--- config.mk ---
export PLATFORM = sky130hd
export DESIGN_NAME = dual_interval_timer
export DESIGN_NICKNAME = d
export VERILOG_FILES = /design/src/rtl/dit_pkg.sv /design/src/rtl/dit_prescale.sv /design/src/rtl/dit_count.sv /design/src/rtl/dual_interval_timer.sv
export SDC_FILE = /design/constraint.sdc
export NUM_CORES = 1
export LEC_CHECK = 0
export BUFFER_PORTS_ARGS = -buffer_cell sky130_fd_sc_hd__buf_2
export CORE_ASPECT_RATIO = 0.5
export CORE_MARGIN = 5
export CORE_UTILIZATION = 40
export CTS_BUF_LIST = sky130_fd_sc_hd__clkbuf_8
export CTS_CLUSTER_DIAMETER = 80
export CTS_CLUSTER_SIZE = 28
export DETAILED_ROUTE_END_ITERATION = 10
export GPL_ROUTABILITY_DRIVEN = 1
export GPL_TIMING_DRIVEN = 1
export SLEW_MARGIN = 20
export SYNTH_ARGS = -nofsm -noshare
export SYNTH_HDL_FRONTEND = slang
export SYNTH_HIERARCHICAL = 1
export SYNTH_SLANG_ARGS = --single-unit
--- constraint.sdc ---
create_clock -name clk -period 6.2 [get_ports clk]
set_input_delay 0.62 -clock clk [delete_from_list [all_inputs] [get_ports clk]]
set_output_delay 0.62 -clock clk [all_outputs]
set_load 0.02 [all_outputs]
--- src/rtl/dit_pkg.sv ---
package dit_pkg;
  localparam int SEL_W  = 2;
  localparam int NSEL   = 1 << SEL_W;
  localparam int PSC_W  = NSEL - 1;
  localparam int CTRL_W = SEL_W + 2;

  typedef struct packed {
    logic [SEL_W-1:0] sel;
    logic             casc;
    logic             en;
  } ctrl_t;

  localparam logic [2:0] ADDR_CMP_LO  = 3'd0;
  localparam logic [2:0] ADDR_CMP_HI  = 3'd1;
  localparam logic [2:0] ADDR_CTRL_LO = 3'd2;
  localparam logic [2:0] ADDR_CTRL_HI = 3'd3;
endpackage

--- src/rtl/dit_prescale.sv ---
module dit_prescale
  import dit_pkg::*;
(
  input  logic             clk,
  input  logic             rst_n,
  input  logic             tick_i,
  input  logic [SEL_W-1:0] sel_lo_i,
  input  logic [SEL_W-1:0] sel_hi_i,
  output logic             strobe_lo_o,
  output logic             strobe_hi_o
);
  logic [PSC_W-1:0] psc_q;
  logic [NSEL-1:0]  strb;

  always_ff @(posedge clk) begin
    if (!rst_n)      psc_q <= '0;
    else if (tick_i) psc_q <= psc_q + 1'b1;
  end

  for (genvar k = 0; k < NSEL; k++) begin : g_div
    localparam logic [PSC_W-1:0] MASK = PSC_W'((1 << k) - 1);
    assign strb[k] = tick_i & (&(psc_q | ~MASK));
  end

  assign strobe_lo_o = strb[sel_lo_i];
  assign strobe_hi_o = strb[sel_hi_i];
endmodule

--- src/rtl/dit_count.sv ---
module dit_count #(
  parameter int CW = 8
) (
  input  logic          clk,
  input  logic          rst_n,
  input  logic          clr_i,
  input  logic          inc_i,
  output logic [CW-1:0] cnt_o
);
  always_ff @(posedge clk) begin
    if (!rst_n)     cnt_o <= '0;
    else if (clr_i) cnt_o <= '0;
    else if (inc_i) cnt_o <= cnt_o + 1'b1;
  end
endmodule

--- src/rtl/dual_interval_timer.sv ---
module dual_interval_timer
  import dit_pkg::*;
#(
  parameter int CW = 8
) (
  input  logic          clk,
  input  logic          rst_n,
  input  logic          tick_i,
  input  logic          wr_en,
  input  logic [2:0]    wr_addr,
  input  logic [CW-1:0] wr_data,
  output logic          irq_lo,
  output logic          irq_hi
);
  localparam int UNITS = 2;

  logic [CW-1:0] cmp_q [UNITS];
  ctrl_t         ctrl_q [UNITS];
  logic [CW-1:0] cnt [UNITS];
  logic [UNITS-1:0] clr, inc, fire, strobe;
  logic casc, en_lo, en_hi, run16, match16;

  assign casc  = ctrl_q[0].casc & ctrl_q[1].casc;
  assign en_lo = ctrl_q[0].en;
  assign en_hi = ctrl_q[1].en;

  // Register write port
  always_ff @(posedge clk) begin
    if (!rst_n) begin
      for (int u = 0; u < UNITS; u++) begin
        cmp_q[u]  <= '0;
        ctrl_q[u] <= '0;
      end
    end else if (wr_en) begin
      case (wr_addr)
        ADDR_CMP_LO:  if (!en_lo) cmp_q[0] <= wr_data;
        ADDR_CMP_HI:  if (!(casc ? en_lo : en_hi)) cmp_q[1] <= wr_data;
        ADDR_CTRL_LO: ctrl_q[0] <= ctrl_t'(wr_data[CTRL_W-1:0]);
        ADDR_CTRL_HI: ctrl_q[1] <= ctrl_t'(wr_data[CTRL_W-1:0]);
        default: ;
      endcase
    end
  end

  dit_prescale u_psc (
    .clk         (clk),
    .rst_n       (rst_n),
    .tick_i      (tick_i),
    .sel_lo_i    (ctrl_q[0].sel),
    .sel_hi_i    (ctrl_q[1].sel),
    .strobe_lo_o (strobe[0]),
    .strobe_hi_o (strobe[1])
  );

  assign run16   = en_lo & en_hi & strobe[0];
  assign match16 = ({cnt[1], cnt[0]} == {cmp_q[1], cmp_q[0]});

  always_comb begin
    if (casc) begin
      fire[0] = run16 & match16;
      fire[1] = 1'b0;
      clr[0]  = ~en_lo | fire[0];
      clr[1]  = clr[0];
      inc[0]  = run16 & ~match16;
      inc[1]  = inc[0] & (&cnt[0]);
    end else begin
      for (int u = 0; u < UNITS; u++) begin
        fire[u] = ctrl_q[u].en & strobe[u] & (cnt[u] == cmp_q[u]);
        clr[u]  = ~ctrl_q[u].en | fire[u];
        inc[u]  = ctrl_q[u].en & strobe[u];
      end
    end
  end

  for (genvar u = 0; u < UNITS; u++) begin : g_unit
    dit_count #(.CW(CW)) u_cnt (
      .clk   (clk),
      .rst_n (rst_n),
      .clr_i (clr[u]),
      .inc_i (inc[u]),
      .cnt_o (cnt[u])
    );
  end

  always_ff @(posedge clk) begin
    if (!rst_n) begin
      irq_lo <= 1'b0;
      irq_hi <= 1'b0;
    end else begin
      irq_lo <= fire[0];
      irq_hi <= fire[1];
    end
  end

  // Assertions
  assert_hi_quiet_R7: assert property (@(posedge clk) disable iff (!rst_n)
    casc |=> !irq_hi);
  assert_irq_lo_zero_R6: assert property (@(posedge clk) disable iff (!rst_n)
    irq_lo |-> (cnt[0] == '0));
  assert_irq_hi_zero_R6: assert property (@(posedge clk) disable iff (!rst_n)
    irq_hi |-> (cnt[1] == '0));
  assert_stop_clears_R9: assert property (@(posedge clk) disable iff (!rst_n)
    !en_lo |=> (cnt[0] == '0));
  assert_hold_R8: assert property (@(posedge clk) disable iff (!rst_n)
    (casc && en_lo && !en_hi) |=> $stable({cnt[1], cnt[0]}));
  assert_cmp_lock_R10: assert property (@(posedge clk) disable iff (!rst_n)
    (wr_en && wr_addr == ADDR_CMP_LO && en_lo) |=> $stable(cmp_q[0]));
endmodule

=== After elaboration in Yosys (flattened, before gate mapping) ===
Memory sizes are Yosys's and may differ from the RTL's.
Index checks and enable logic that the tools add are counted.

* Flip-flop bits (word level): 21
* Bits in writable memories: 24
* Input port bits: 15
* Output and inout port bits: 2
* Logic and storage cells: 80
* Memories kept: 2

{| class="wikitable"
|+ Memory list
! memory !! words !! bits a word !! read ports !! clocked after Yosys merged registers in !! wr ports !! line !! RTL
|-
| cmp_q || 2 || 8 || 2 || 0 || 2 || dual_interval_timer.sv:17 || <nowiki>logic [CW-1:0] cmp_q [UNITS];</nowiki>
|-
| ctrl_q || 2 || 4 || 2 || 0 || 2 || dual_interval_timer.sv:18 || <nowiki>ctrl_t ctrl_q [UNITS];</nowiki>
|}

* $add $sub $neg: 3
* Magnitude comparators: 2
* Equality and inequality tests: 6
* Muxes and demuxes: 31
* Bitwise logic cells: 24
* Reductions and logical operators: 7

{| class="wikitable"
|+ Operators with widths
! kind !! number
|-
| two-way mux 1 bit || 23
|-
| adder 8 x 1 -> 8 bit (second input constant) || 2
|-
| == test 16 bit || 1
|-
| == test 8 bit || 2
|-
| two-way mux 8 bit || 2
|-
| bitwise AND 1 bit || 13
|-
| two-way mux 4 bit || 2
|-
| AND reduction 8 bit || 1
|-
| bitwise OR 1 bit || 7
|-
| == test 3 x 2 -> 1 bit (second input constant) || 2
|-
| less-than comparator 2 x 3 -> 1 bit (second input constant) || 2
|-
| OR reduction 2 bit || 3
|-
| binary-select mux 1 bit (select 2 bit) || 2
|-
| two-way mux 2 bit || 2
|-
| inverter 1 bit || 4
|-
| adder 3 x 1 -> 3 bit (second input constant) || 1
|-
| == test 3 x 1 -> 1 bit (second input constant) || 1
|-
| logical NOT 3 bit || 1
|-
| AND reduction 3 bit || 1
|-
| AND reduction 2 bit || 1
|}

=== Logic depth before layout (Yosys ltp) ===
Gate-level depths: netlist of the first run.

* Depth in word-level cells: 9
* Gate-level depth with buffers: 12

=== Hierarchy ===
The synthesis of the first run kept the hierarchy.

{| class="wikitable"
|+ By module, submodules not included
! module !! times used !! cells each !! area an instance (µm²)
|-
| dual_interval_timer || 1 || 94 || 1234.9
|-
| dit_count || 2 || 38 || 339.1
|-
| dit_prescale || 1 || 18 || 186.4
|}

=== Worst setup path before layout of the first run ===
Ideal clock, no wire load.

* Path type: register to register
* Start: register u_psc.psc_q[0]
* End: register g_unit[1].u_cnt.cnt_o[7]
* Setup time: 0.070 ns
* Data arrival time: 2.458 ns
* Setup slack: 3.672 ns
* Stages on the path, launching flop included: 13
* Buffers on the path: 1
* Path through: dfxtp_1 -> ha_1 -> ha_1 -> mux2i_1 -> a211oi_1 -> and3_1 -> nand3_1 -> nor3_1 -> a21bo_1 -> buf_4 -> nand4_1 -> or3_1 -> a21oi_1

* Elaborated cells between the ends (all ways): 20

{| class="wikitable"
|+ RTL lines
! element !! line !! RTL
|-
| from (decl) || dit_prescale.sv:12 || <nowiki>logic [PSC_W-1:0] psc_q;</nowiki>
|-
| from (signal assigned) || dit_prescale.sv:17 || <nowiki>else if (tick_i) psc_q <= psc_q + 1'b1;</nowiki>
|-
| AND reduction 3 bit or AND reduction 2 bit (tied branches) || dit_prescale.sv:22 || <nowiki>assign strb[k] = tick_i & (&(psc_q | ~MASK));</nowiki>
|-
| bitwise AND 1 bit || dit_prescale.sv:22 ||
|-
| binary-select mux 1 bit (select 2 bit) (*) || dit_prescale.sv:25 || <nowiki>assign strobe_lo_o = strb[sel_lo_i];</nowiki>
|-
| two-way mux 1 bit (not written as such) (*) || dit_prescale.sv:25 ||
|-
| via strobe[0] || dual_interval_timer.sv:20 || <nowiki>logic [UNITS-1:0] clr, inc, fire, strobe;</nowiki>
|-
| bitwise AND 1 bit (*) || dual_interval_timer.sv:55 || <nowiki>assign run16 = en_lo & en_hi & strobe[0];</nowiki>
|-
| bitwise AND 1 bit (*) || dual_interval_timer.sv:64 || <nowiki>inc[0] = run16 & ~match16;</nowiki>
|-
| bitwise AND 1 bit (*) || dual_interval_timer.sv:65 || <nowiki>inc[1] = inc[0] & (&cnt[0]);</nowiki>
|-
| two-way mux 2 bit (*) || dual_interval_timer.sv:59 || <nowiki>if (casc) begin</nowiki>
|-
| via inc[1] || dual_interval_timer.sv:20 ||
|-
| to (signal assigned) || dit_count.sv:13 || <nowiki>else if (inc_i) cnt_o <= cnt_o + 1'b1;</nowiki>
|-
| to (decl) || dit_count.sv:8 || <nowiki>output logic [CW-1:0] cnt_o</nowiki>
|}

The timed path passes the listed nets; every way through them passes the cells marked *. The select of a mux whose other input is x is not followed.
A chain may end at the register's enable or synchronous reset.

=== Final worst setup path of the first run ===
* Start: register u_psc.psc_q[0]
* End: register g_unit[1].u_cnt.cnt_o[6]

Same word-level chain as after synthesis.

==> results of run 1 <==
## power groups by stage
stage                     clock, uW  combinational (uW)  sequential [uW]
after CTS                       183                39.4              330
after detailed placement          0                39.2              337
after floorplan                   0                27.9              335
final                           178                39.1              330
after global placement            0                38.8              337
after global routing            200                43.8              332
## flip-flops by register name (all words and copies together) (netlist names)
signal              flops
g_unit.u_cnt/cnt_o     16
u_psc/psc_q             3
irq_lo                  1
cmp_q                  16
irq_hi                  1
ctrl_q                  8
## worst register-to-register path: cells and delay by family, from the launching register on
family | cells | cell delay [ns]
AND/OR/NAND/NOR | 5 | 1.17
AO/OA/AOI/OAI | 3 | 0.83
adder cells (fa/ha/maj) | 2 | 0.42
flip-flops | 1 | 0.40
multiplexers | 1 | 0.08
## final timing paths
check | cells after the start | slack [ns] | end
max reg2reg | 11 | 3.25 | g_unit[1].u_cnt/cnt_o[6]$_SDFFE_PP0P_
min reg2reg | 2 | 0.52 | g_unit[1].u_cnt/cnt_o[7]$_SDFFE_PP0P_
max | 11 | 3.25 | g_unit[1].u_cnt/cnt_o[6]$_SDFFE_PP0P_
min | 2 | 0.52 | g_unit[1].u_cnt/cnt_o[7]$_SDFFE_PP0P_
## layer usage
| metal | track usage | share of wire | up-vias |
|---|---|---|---|
| met2 | 0.1846 | 0.40 | 40 |
| met4 | 0.06678 | 0.019 | 0 |
| met5 | 0 | 0 | - |
| met1 | 0.1760 | 0.52 | 669 |
| met3 | 0.03337 | 0.062 | 8 |
| li1 | - | - | 716 |
## per-stage QoR
| stage | total power, uW | hold WS (ns) | std cells |
|---|---|---|---|
| 6_report | 547.2 | 0.5185 | 278 |
| 5_1_grt | 575.4 | 0.5760 | 278 |
| 4_1_cts | 552.8 | 0.5204 | 278 |
| 3_5_place_dp | 376.1 | 0.5084 | 270 |
| 3_3_place_gp | 375.9 | 0.5002 | 270 |
| 2_1_floorplan | 363.0 | 0.4695 | 188 |
## placed cells by master, fill, tap and decap left out, types with 2 or more instances in the layout
cell type  instances
a21oi_1            6
nor2b_1            2
clkbuf_8           5
nand2b_1           2
or3_1              6
nand4_1           11
and2_1            13
buf_2             16
edfxtp_1          24
a211oi_1           2
ha_1               4
nand3_1            5
nor3b_1            3
nor4_2             4
nand2_1           13
xnor2_1            2
mux2i_1            7
o21ai_0            9
dfxtp_1           21
inv_1              3
xor2_1            23
nor3_1             3
nor2_1            12
## cell families (layout without fill, tap and decap cells)
group	after synthesis	after routing	share of synthesized area
DFF	45	45	0.5435
adders and majority gates	4	4	0.02384
and+or+nand+nor	76	76	0.2062
muxes	7	7	0.03337
buffers and inverters	7	27	0.01609
xor gates and xnor gates	25	25	0.1043
AOI/OAI and AO/OA	24	24	0.07270
## Yosys cell counts
library cell  instances  share of area
edfxtp_1             24           0.34
nand2b_1              2         0.0060
a41oi_1               1         0.0042
nor2_1               12          0.021
a21bo_1               1         0.0048
a21oi_1               6          0.014
o21ai_0               9          0.021
nand4_1              11          0.033
clkbuf_1              2         0.0036
nor4_2                4          0.024
nor3b_1               3          0.011
nor3_1                3         0.0071
inv_1                 3         0.0054
and2_1               13          0.039
xor2_1               23          0.096
nor2b_1               2         0.0060
ha_1                  4          0.024
a31oi_1               1         0.0030
nand2_1              13          0.023
xnor2_1               2         0.0083
dfxtp_1              21           0.20
nand3_1               5          0.012
a311oi_2              1         0.0071
a32o_1                1         0.0048
or3_1                 6          0.018
a211oi_1              2         0.0071
mux2i_1               7          0.033
o21ai_1               1         0.0024
and3_1                1         0.0030
nand3b_1              1         0.0036
buf_4                 2         0.0071
a21boi_0              1         0.0036
## cell type report
type / instances / area [um2]
Multi-Input combinational cell: 136 / 924.6
Clock buffer: 5 / 68.82
Clock inverter: 3 / 17.52
Tap cell: 70 / 87.58
Fill cell: 467 / 2669
Inverter: 3 / 11.26
Sequential cell: 45 / 1141
Timing Repair Buffer: 16 / 80.08
==> summary.md, run 1 <==
| Metric | Value |
|---|---|
| Layout Utilization | `0.4662` |
| CORE AREA | `around 5000 um2` |
| Wire per inst | `14.12 um` |
| Clk_skew | `0.008941 ns` |
| TNS Setup | `0 ns` |
| Clock power frac | `0.325` |
| Status | `completed` |
| Synth warn | `6` |
| FMAX | `roughly 0.34 GHz` |
| Leak Pwr | `around 0.00091 uW` |
| Final hold viol count | `0` |
| Crit end category | `register` |
| Final period util | `0.4762` |
| Nets | `approximately 230` |
| WL final | `3924 um` |
| Max stage delay on crit path | `0.43 ns` |
| DP Area | `2245 um2` |
| Sw Share | `0.2371` |
| Area delta synth->final | `11.03%` |
| Switch Pwr | `between 100 and 150 uW` |
| Max-Cap Viols | `0` |
| Ant. Diodes | `0` |
| Peak supply drop | `about 110 uV` |
| Flop pwr share | `0.604` |
| Cell Rows | `18` |
| Clock latency on the worst-skew pair | `around 0.30 ns` |
| Worst setup startpoint | `u_psc/psc_q[0]$_SDFFE_PN0P_` |
| Critical path data required time | `6.44 ns` |
| CP most frequent cell | `ha_1` |
| Syn avg cell area | `about 11 um2` |
| Overall global routing resource usage | `0.1267` |
| Hold Crit Start | `g_unit[1].u_cnt/cnt_o[7]$_SDFFE_PP0P_` |
| DRT Pass-1 Iters | `4` |
| Yosys cell types | `32` |
| Rel. slew slack | `0.6029` |
| WS Path Type | `register to register` |
| Startpoint types | `register` |
| Pin count of the biggest net entering global routing | `15` |
| Worst-path cell chain | `ha_1, ha_1, mux2i_1, a211oi_1, and3_1, nand3_1, nor3_1, a21bo_1, nand4_1, or3_1, a21oi_1` |
| Final worst path period need | `~3.0 ns` |
| First-pass GRT wire length | `6575 um` |
| Vias in the first global route | `roughly 1,300` |
| Initial DRC Count | `a little under 50` |
| Post-CTS Setup Inserts | `0` |
| Die Ht | `61.23 um` |
| CP Max Fanout | `6` |
| Worst path top cell family by delay | `simple AND/OR/NAND/NOR gates` |
| H-tree depth | `2` |
| Final Max Tran Viols | `0` |
| Ratio of cells with drive above 1 in the final layout | `0.1346` |
| Bufs and invs on worst path | `0` |
| # setup viols final | `0` |
| Number of remaining DRC errors | `0` |
| Unrepaired setup endpoints after global routing | `false` |
| R2R Path Start | `u_psc/psc_q[0]$_SDFFE_PN0P_` |
| CTS Sinks | `45` |
| Initial Util | `0.4199` |
| Slowest cell on the critical path | `a211oi_1` |
| Clock-pin slew of the registers on the worst-case setup and hold paths | `about 0.08 ns` |
| Post_cts resized | `0` |
| Syn Nets | `approximately 210` |
| GP Congestion | `about 0.8` |
| Vias/cell | `approximately 5.2` |
| Antenna Nets Post-Route | `0` |
| Hold_buf cts | `0` |
| Seq cells post-synth | `45` |
| Via count | `1,433` |
| PD cells | `234.7 nW/um2` |
| Seq/Total Area, Yosys | `0.5435` |
| Num CTS Buffers | `5` |
| Grt total ovfl | `0` |
| Initial antenna violation count | `0` |
| Final Worst Setup Slack | `~3.2 ns` |
| Post-Syn Area | `~2100 um2` |
| Combinational power share | `0.071` |
| Pin slew with the least headroom to its limit | `around 0.59 ns` |
| Internal Pwr Total | `between 400 and 500 uW` |
| Io pins | `17` |
| Setup WS pre-CTS | `approximately 3.3 ns` |
| Post-route cell area | `between 2000 and 2500 um2` |
| CTS root buf | `clkbuf_8` |
| Max clock buf depth | `2` |
| Hpwl dp | `around 2900 um` |
| Synthesized instance count | `between 150 and 200` |
| Hold Path Class | `register to register` |
| CTS tree | `yes` |
| Die Wd | `between 100 and 150 um` |
| Buffers on Ports | `16` |
| Die area | `6886 um2` |
| CP arrival | `between 3 and 4 ns` |
(Power assumes the default switching activity.)
==> run 2: changes to the inputs <==
clock period = 3.1 ns   (was 6.2 ns; I/O delays follow)
==> run 2 against run 1 <==
Net effect:
- combinational power is 110% higher
- clock power grew 140%
- clock skew increased by 0.0011 ns
- total power rose by 110%
- register-to-register slack got worse by 2.9 ns
- non-clock buffer count increased by 1
- setup slack worse by 2.9 ns
- critical path depth is the same
- global-route usage shrank 0.10 points
- wire length grew 2.7%
- sequential share of layout area fell by 0.57 points
- via count rose by 1.1%
- critical path type unchanged
==> summary.md, run 2 (same netlist as run 1, synthesis figures left out) <==
| Metric | Value |
|---|---|
| Status | `completed` |
| Number of remaining DRC errors | `0 (unchanged)` |
| Initial antenna violation count | `0 (unchanged)` |
| Wire per inst | `14.44 um (+2.3%)` |
| First-pass GRT wire length | `6555 um (-0.30%)` |
| Overall global routing resource usage | `0.1257 (-0.001038)` |
| Non-Filler Instances | `279 (+0.36%)` |
| Peak supply drop | `255.3 uV (+120%)` |
| DP Area | `2252 um2 (+0.33%)` |
| Initial Util | `0.4199 (unchanged)` |
| Leak Pwr | `0.0009231 uW (+1.8%)` |
| Worst setup startpoint | `u_psc/psc_q[0]$_SDFFE_PN0P_` |
| Rel. slew slack | `0.5790 (-0.02387)` |
| Post-CTS Setup Inserts | `0 (unchanged)` |
| Grt total ovfl | `0 (unchanged)` |
| CTS tree | `yes` |
| Worst-path cell chain | `ha_1, ha_1, mux2i_1, a211oi_1, and3_1, nand3_1, nor3_1, a21bo_1, nand4_1, or3_1, a21oi_1` |
| CP most frequent cell | `ha_1` |
| Crit end category | `register` |
| Clock-pin slew of the registers on the worst-case setup and hold paths | `0.08 ns (about the same)` |
| Tot Pwr | `1165 uW (+110%)` |
| Hold Path Class | `primary input to register` |
| Via count | `1,449 (+1.1%)` |
| Final hold viol count | `0 (unchanged)` |
| Die Wd | `112.5 um (unchanged)` |
| Pin count of the biggest net entering global routing | `14 (-1)` |
| Final period util | `0.9034 (+0.4272)` |
| Critical path data required time | `3.32 ns (-3.12 ns)` |
| Clock latency on the worst-skew pair | `0.30 ns (about the same)` |
| Biggest regs | `cmp_q (16), g_unit.u_cnt/cnt_o (16), ctrl_q (8)` |
| Nets | `227 (+0.44%)` |
| Vias in the first global route | `1,320 (-0.23%)` |
| Hold Crit Start | `wr_data[4]` |
| Startpoint types | `register` |
| Final Max Tran Viols | `0 (unchanged)` |
| Hold_buf cts | `0 (unchanged)` |
| Die area | `6886 um2 (unchanged)` |
| R2R Setup Slk | `0.30 ns (-2.95 ns)` |
| CP arrival | `3.03 ns (-0.16 ns)` |
| Area delta synth->final | `12.34%` |
| Clk_skew | `0.01009 ns (+0.001150 ns)` |
| Placed Instances | `271 (+0.37%)` |
| Hpwl dp | `2945 um (+0.37%)` |
| Vias/cell | `5.194 (+0.75%)` |
| CP Max Fanout | `6 (unchanged)` |
| CTS Sinks | `45 (unchanged)` |
| WS Path Type | `register to register` |
| H-tree depth | `2 (unchanged)` |
| WL final | `4029 um (+2.7%)` |
| DRT Pass-1 Iters | `4 (unchanged)` |
| GP Congestion | `0.8044 (-1.1%)` |
| Layout Utilization | `0.4717 (+0.005506)` |
| Post_cts resized | `0 (unchanged)` |
| Max stage delay on crit path | `0.40 ns (-0.03 ns)` |
| CORE AREA | `5000 um2 (unchanged)` |
| Commonest non-fill, non-tap cell in the layout | `edfxtp_1` |
| Die Ht | `61.23 um (unchanged)` |
| Buffers on Ports | `16 (unchanged)` |
| Max-Cap Viols | `0 (unchanged)` |
| Pin slew with the least headroom to its limit | `0.6249 ns (+0.03543 ns)` |
| R2R Path Start | `u_psc/psc_q[0]$_SDFFE_PN0P_` |
| Io pins | `17 (unchanged)` |
| Unrepaired setup endpoints after global routing | `false` |
| Slowest cell on the critical path | `dfxtp_1` |
| Ant. Diodes | `0 (unchanged)` |
| Cell Rows | `18 (unchanged)` |
| Hold Crit Endpoint | `cmp_q[0][12]$_DFFE_PP_` |
| Ratio of cells with drive above 1 in the final layout | `0.1340 (-0.0006441)` |
| # setup viols final | `0 (unchanged)` |
| Post-route cell area | `2359 um2 (+1.2%)` |
| Worst Reg-to-Reg Cells | `11 (unchanged)` |
| Hold Path Cell Cnt | `2 (unchanged)` |
| Num CTS Buffers | `5 (unchanged)` |
| TNS Setup | `0 ns (unchanged)` |
| PD cells | `493.8 nW/um2 (+110%)` |
| Most frequent cells in the layout | `24 x edfxtp_1, 23 x xor2_1, 21 x dfxtp_1, 16 x buf_2` |
| Max clock buf depth | `2 (unchanged)` |
| Filler cells | `481 (+3.0%)` |
| Final worst path period need | `2.800 ns (-0.1518 ns)` |
| Antenna Nets Post-Route | `0 (unchanged)` |
| FMAX | `0.3571 GHz (+5.4%)` |
| Worst R2R End | `g_unit[1].u_cnt/cnt_o[6]$_SDFFE_PP0P_` |
| CTS root buf | `clkbuf_8` |
| Initial DRC Count | `62 (+27%)` |
==> run 2: cell types whose count changed in the layout (fill, tap and decap cells not counted) <==
cell / before / now
inv_1: 3 / 4
bufinv_16: 0 / 1
clkinv_2: 1 / 0
buf_4: 0 / 1
clkinv_4: 1 / 0
==> run 2: report_power, final <==
| part | internal [uW] | switching, uW | leakage, uW |
|---|---|---|---|
| registers | 647 | 14.3 | 0.000419 |
| clock network | 235 | 188 | 0.0000570 |
| logic | 33.6 | 47.1 | 0.000448 |
==> run 2: layout make-up <==
cell class / count / area [um2] / share of cell area
sequential: 45 / 1141 / 0.4838
clock buffer: 5 / 68.82 / 0.02918
inverter: 3 / 11.26 / 0.004775
timing repair buffer: 17 / 87.58 / 0.03714
multi-input combinational: 136 / 924.6 / 0.3920
clock inverter: 3 / 37.54 / 0.01592
tap: 70 / 87.58 / 0.03714
==> run 2: metrics by stage <==
| stage | hold WS [ns] | worst slack (ns) |
|---|---|---|
| 3_3_place_gp | 0.5043 | 0.5001 |
| 5_1_grt | 0.3387 | 0.02292 |
| 3_5_place_dp | 0.5066 | 0.3650 |
| 2_1_floorplan | 0.4317 | 0.5722 |
| 6_report | 0.3305 | 0.2996 |
| 4_1_cts | 0.3312 | 0.3050 |
==> run 2: worst max-delay path, delay by kind of cell (launching register included) <==
kind                       cells  cell delay (ns)
muxes                          1             0.09
adders and majority gates      2             0.43
DFF                            1             0.40
and+or+nand+nor                5             1.12
AOI/OAI and AO/OA              3             0.69
==> run 2: worst max path at each step <==
stage / slack, ns / endpoint
2_1_floorplan: 0.57 / g_unit[1].u_cnt/cnt_o[7]$_SDFFE_PP0P_
4_1_cts: 0.30 / g_unit[1].u_cnt/cnt_o[6]$_SDFFE_PP0P_
6_report: 0.30 / g_unit[1].u_cnt/cnt_o[6]$_SDFFE_PP0P_
3_5_place_dp: 0.36 / g_unit[1].u_cnt/cnt_o[6]$_SDFFE_PP0P_
5_1_grt: 0.02 / g_unit[1].u_cnt/cnt_o[7]$_SDFFE_PP0P_
3_3_place_gp: 0.50 / g_unit[1].u_cnt/cnt_o[7]$_SDFFE_PP0P_
==> run 2: layer usage <==
metal,GRT usage,routed length (um),vias to the layer above
met4,0.04623,47,0
met2,0.1804,1614,36
li1,-,-,722
met5,0,0,-
met1,0.1854,2139,686
met3,0.03042,228,5
==> run 3: changes to the inputs <==
CORE_UTILIZATION = 55   (was 40)
PLACE_DENSITY = 0.74   (was default)
==> run 3 against run 2 <==
Net effect:
- critical path depth unchanged
- non-clock buffer count unchanged
- total power increased by 2.5%
- via count increased by 2.2%
- clock power increased by 6.4%
- wire length about the same
- clock skew about the same
- critical endpoint unchanged
==> summary.md, run 3 (same netlist as run 1, synthesis figures left out) <==
| Metric | Value |
|---|---|
| CORE AREA | `3547 um2 (-29%)` |
| TNS Setup | `0 ns (unchanged)` |
| Clk_skew | `0.01016 ns (+0.00006970 ns)` |
| GP Congestion | `0.8871 (+10%)` |
| Initial DRC Count | `100 (+61%)` |
| Max-Cap Viols | `0 (unchanged)` |
| Critical path data required time | `3.32 ns (about the same)` |
| Antenna Nets Post-Route | `0 (unchanged)` |
| Io pins | `17 (unchanged)` |
| Crit end category | `register` |
| Final hold slack | `0.3262 ns (-0.004305 ns)` |
| Final Max Tran Viols | `0 (unchanged)` |
| Vias in the first global route | `1,405 (+6.4%)` |
| DRT Pass-1 Iters | `4 (unchanged)` |
| Non-Filler Instances | `260 (-6.8%)` |
| Sw Share | `0.2125 (-0.001929)` |
| Hold Path Cell Cnt | `2 (unchanged)` |
| Cell Rows | `15 (-3)` |
| Pin count of the biggest net entering global routing | `14 (unchanged)` |
| CP Max Fanout | `6 (unchanged)` |
| Hold Path Class | `primary input to register` |
| First-pass GRT wire length | `6782 um (+3.5%)` |
| Clock latency on the worst-skew pair | `0.30 ns (about the same)` |
| Most frequent cells in the layout | `24 x edfxtp_1, 23 x xor2_1, 21 x dfxtp_1, 16 x buf_2` |
| Buffers on Ports | `16 (unchanged)` |
| Status | `completed` |
| CTS tree | `yes` |
| Worst Reg-to-Reg Cells | `11 (unchanged)` |
| FMAX | `0.3480 GHz (-2.5%)` |
| CP arrival | `3.10 ns (+0.07 ns)` |
| Clock-pin slew of the registers on the worst-case setup and hold paths | `0.08 ns (about the same)` |
| Rel. slew slack | `0.5919 (+0.01289)` |
| Flop pwr share | `0.554 (-0.013)` |
| CTS root buf | `clkbuf_8` |
| Die area | `5228 um2 (-24%)` |
| Commonest non-fill, non-tap cell in the layout | `edfxtp_1` |
| Switch Pwr | `253.8 uW (+1.6%)` |
| Worst setup startpoint | `u_psc/psc_q[0]$_SDFFE_PN0P_` |
| Biggest regs | `cmp_q (16), g_unit.u_cnt/cnt_o (16), ctrl_q (8)` |
| Unrepaired setup endpoints after global routing | `false` |
| Combinational power share | `0.070 (about the same)` |
| Ratio of cells with drive above 1 in the final layout | `0.1435 (+0.009569)` |
| Pin slew with the least headroom to its limit | `0.6122 ns (-0.01273 ns)` |
| Number of remaining DRC errors | `0 (unchanged)` |
| Peak supply drop | `352.0 uV (+38%)` |
| Initial antenna violation count | `0 (unchanged)` |
| H-tree depth | `2 (unchanged)` |
| R2R Setup Slk | `0.23 ns (-0.07 ns)` |
| Crit path to | `g_unit[1].u_cnt/cnt_o[6]$_SDFFE_PP0P_` |
| Area delta synth->final | `11.92%` |
| Final worst path period need | `2.874 ns (+0.07325 ns)` |
| Post_cts resized | `0 (unchanged)` |
| WS Path Type | `register to register` |
| Hpwl dp | `3020 um (+2.5%)` |
| Overall global routing resource usage | `0.1715 (+0.04577)` |
| Worst R2R End | `g_unit[1].u_cnt/cnt_o[6]$_SDFFE_PP0P_` |
| Num CTS Buffers | `5 (unchanged)` |
| Grt total ovfl | `0 (unchanged)` |
| Vias/cell | `5.696 (+9.7%)` |
| Die Ht | `53.69 um (-12%)` |
| WL final | `4031 um (about the same)` |
| Initial Util | `0.5919 (+0.1720)` |
| Final hold viol count | `0 (unchanged)` |
| Leak Pwr | `0.0009297 uW (+0.72%)` |
| Placed Instances | `252 (-7.0%)` |
| Hold Crit Start | `wr_data[7]` |
| PD cells | `508.3 nW/um2 (+2.9%)` |
| Post-CTS Setup Inserts | `0 (unchanged)` |
| Wire per inst | `15.50 um (+7.4%)` |
| Final period util | `0.9270 (+0.02363)` |
| Internal Pwr Total | `940.5 uW (+2.8%)` |
| R2R Path Start | `u_psc/psc_q[0]$_SDFFE_PN0P_` |
| Hold_buf cts | `0 (unchanged)` |
| Via count | `1,481 (+2.2%)` |
| Ant. Diodes | `0 (unchanged)` |
| Die Wd | `97.38 um (-13%)` |
| Max clock buf depth | `2 (unchanged)` |
| Nets | `227 (unchanged)` |
| # setup viols final | `0 (unchanged)` |
| Startpoint types | `register` |
| CTS Sinks | `45 (unchanged)` |
| Clock power frac | `0.377 (+0.014)` |
==> run 3: worst max-delay path: stages (launching register included) <==
cell	delay [ns]
dfxtp_1	0.40
ha_1	0.23
ha_1	0.19
mux2i_1	0.10
a211oi_2	0.28
and3_1	0.23
nand3_1	0.13
nor3_1	0.23
a21bo_1	0.26
nand4_1	0.20
or3_1	0.39
a21oi_1	0.16
==> run 3: cell type report <==
type                       count  area, um2
inverter                       3      11.26
timing repair buffer          17      87.58
clock inverter                 2      33.78
tap                           51      63.81
clock buffer                   6      82.58
multi-input combinational    136      929.6
sequential                    45       1141
fill                         269       1197
==> run 3: how the worst min path moves through the flow <==
stage | endpoint
global placement | g_unit[1].u_cnt/cnt_o[7]$_SDFFE_PP0P_
global route | cmp_q[0][7]$_DFFE_PP_
detailed placement | g_unit[1].u_cnt/cnt_o[7]$_SDFFE_PP0P_
floorplan | u_psc/psc_q[0]$_SDFFE_PN0P_
CTS | cmp_q[0][7]$_DFFE_PP_
finish | cmp_q[0][7]$_DFFE_PP_
==> run 3: power groups by stage <==
stage / combinational (uW) / clock [uW] / sequential [uW]
2_1_floorplan: 55.9 / 0 / 670
3_3_place_gp: 77.9 / 0 / 674
3_5_place_dp: 81.2 / 0 / 675
4_1_cts: 82.4 / 458 / 661
5_1_grt: 93.4 / 487 / 663
6_report: 83.1 / 450 / 661
==> run 3: per-layer routing <==
| layer | vias up | share of wire | global-route usage |
|---|---|---|---|
| met1 | 699 | 0.47 | 0.2324 |
| met4 | 0 | 0.011 | 0.05747 |
| met3 | 6 | 0.081 | 0.04657 |
| li1 | 720 | - | - |
| met5 | - | 0 | 0 |
| met2 | 56 | 0.43 | 0.2721 |
==> run 3: through the flow <==
stage | cell area [um2] | util | setup WS [ns] | power (uW)
floorplan | 2100 | - | 0.5722 | 726.0
global placement | 2228 | 0.6282 | 0.5127 | 751.8
detailed placement | 2228 | 0.6282 | 0.2983 | 755.7
CTS | 2345 | 0.6610 | 0.1903 | 1202
global route | 2350 | 0.6624 | 0.03370 | 1244
finish | 2350 | 0.6624 | 0.2263 | 1194
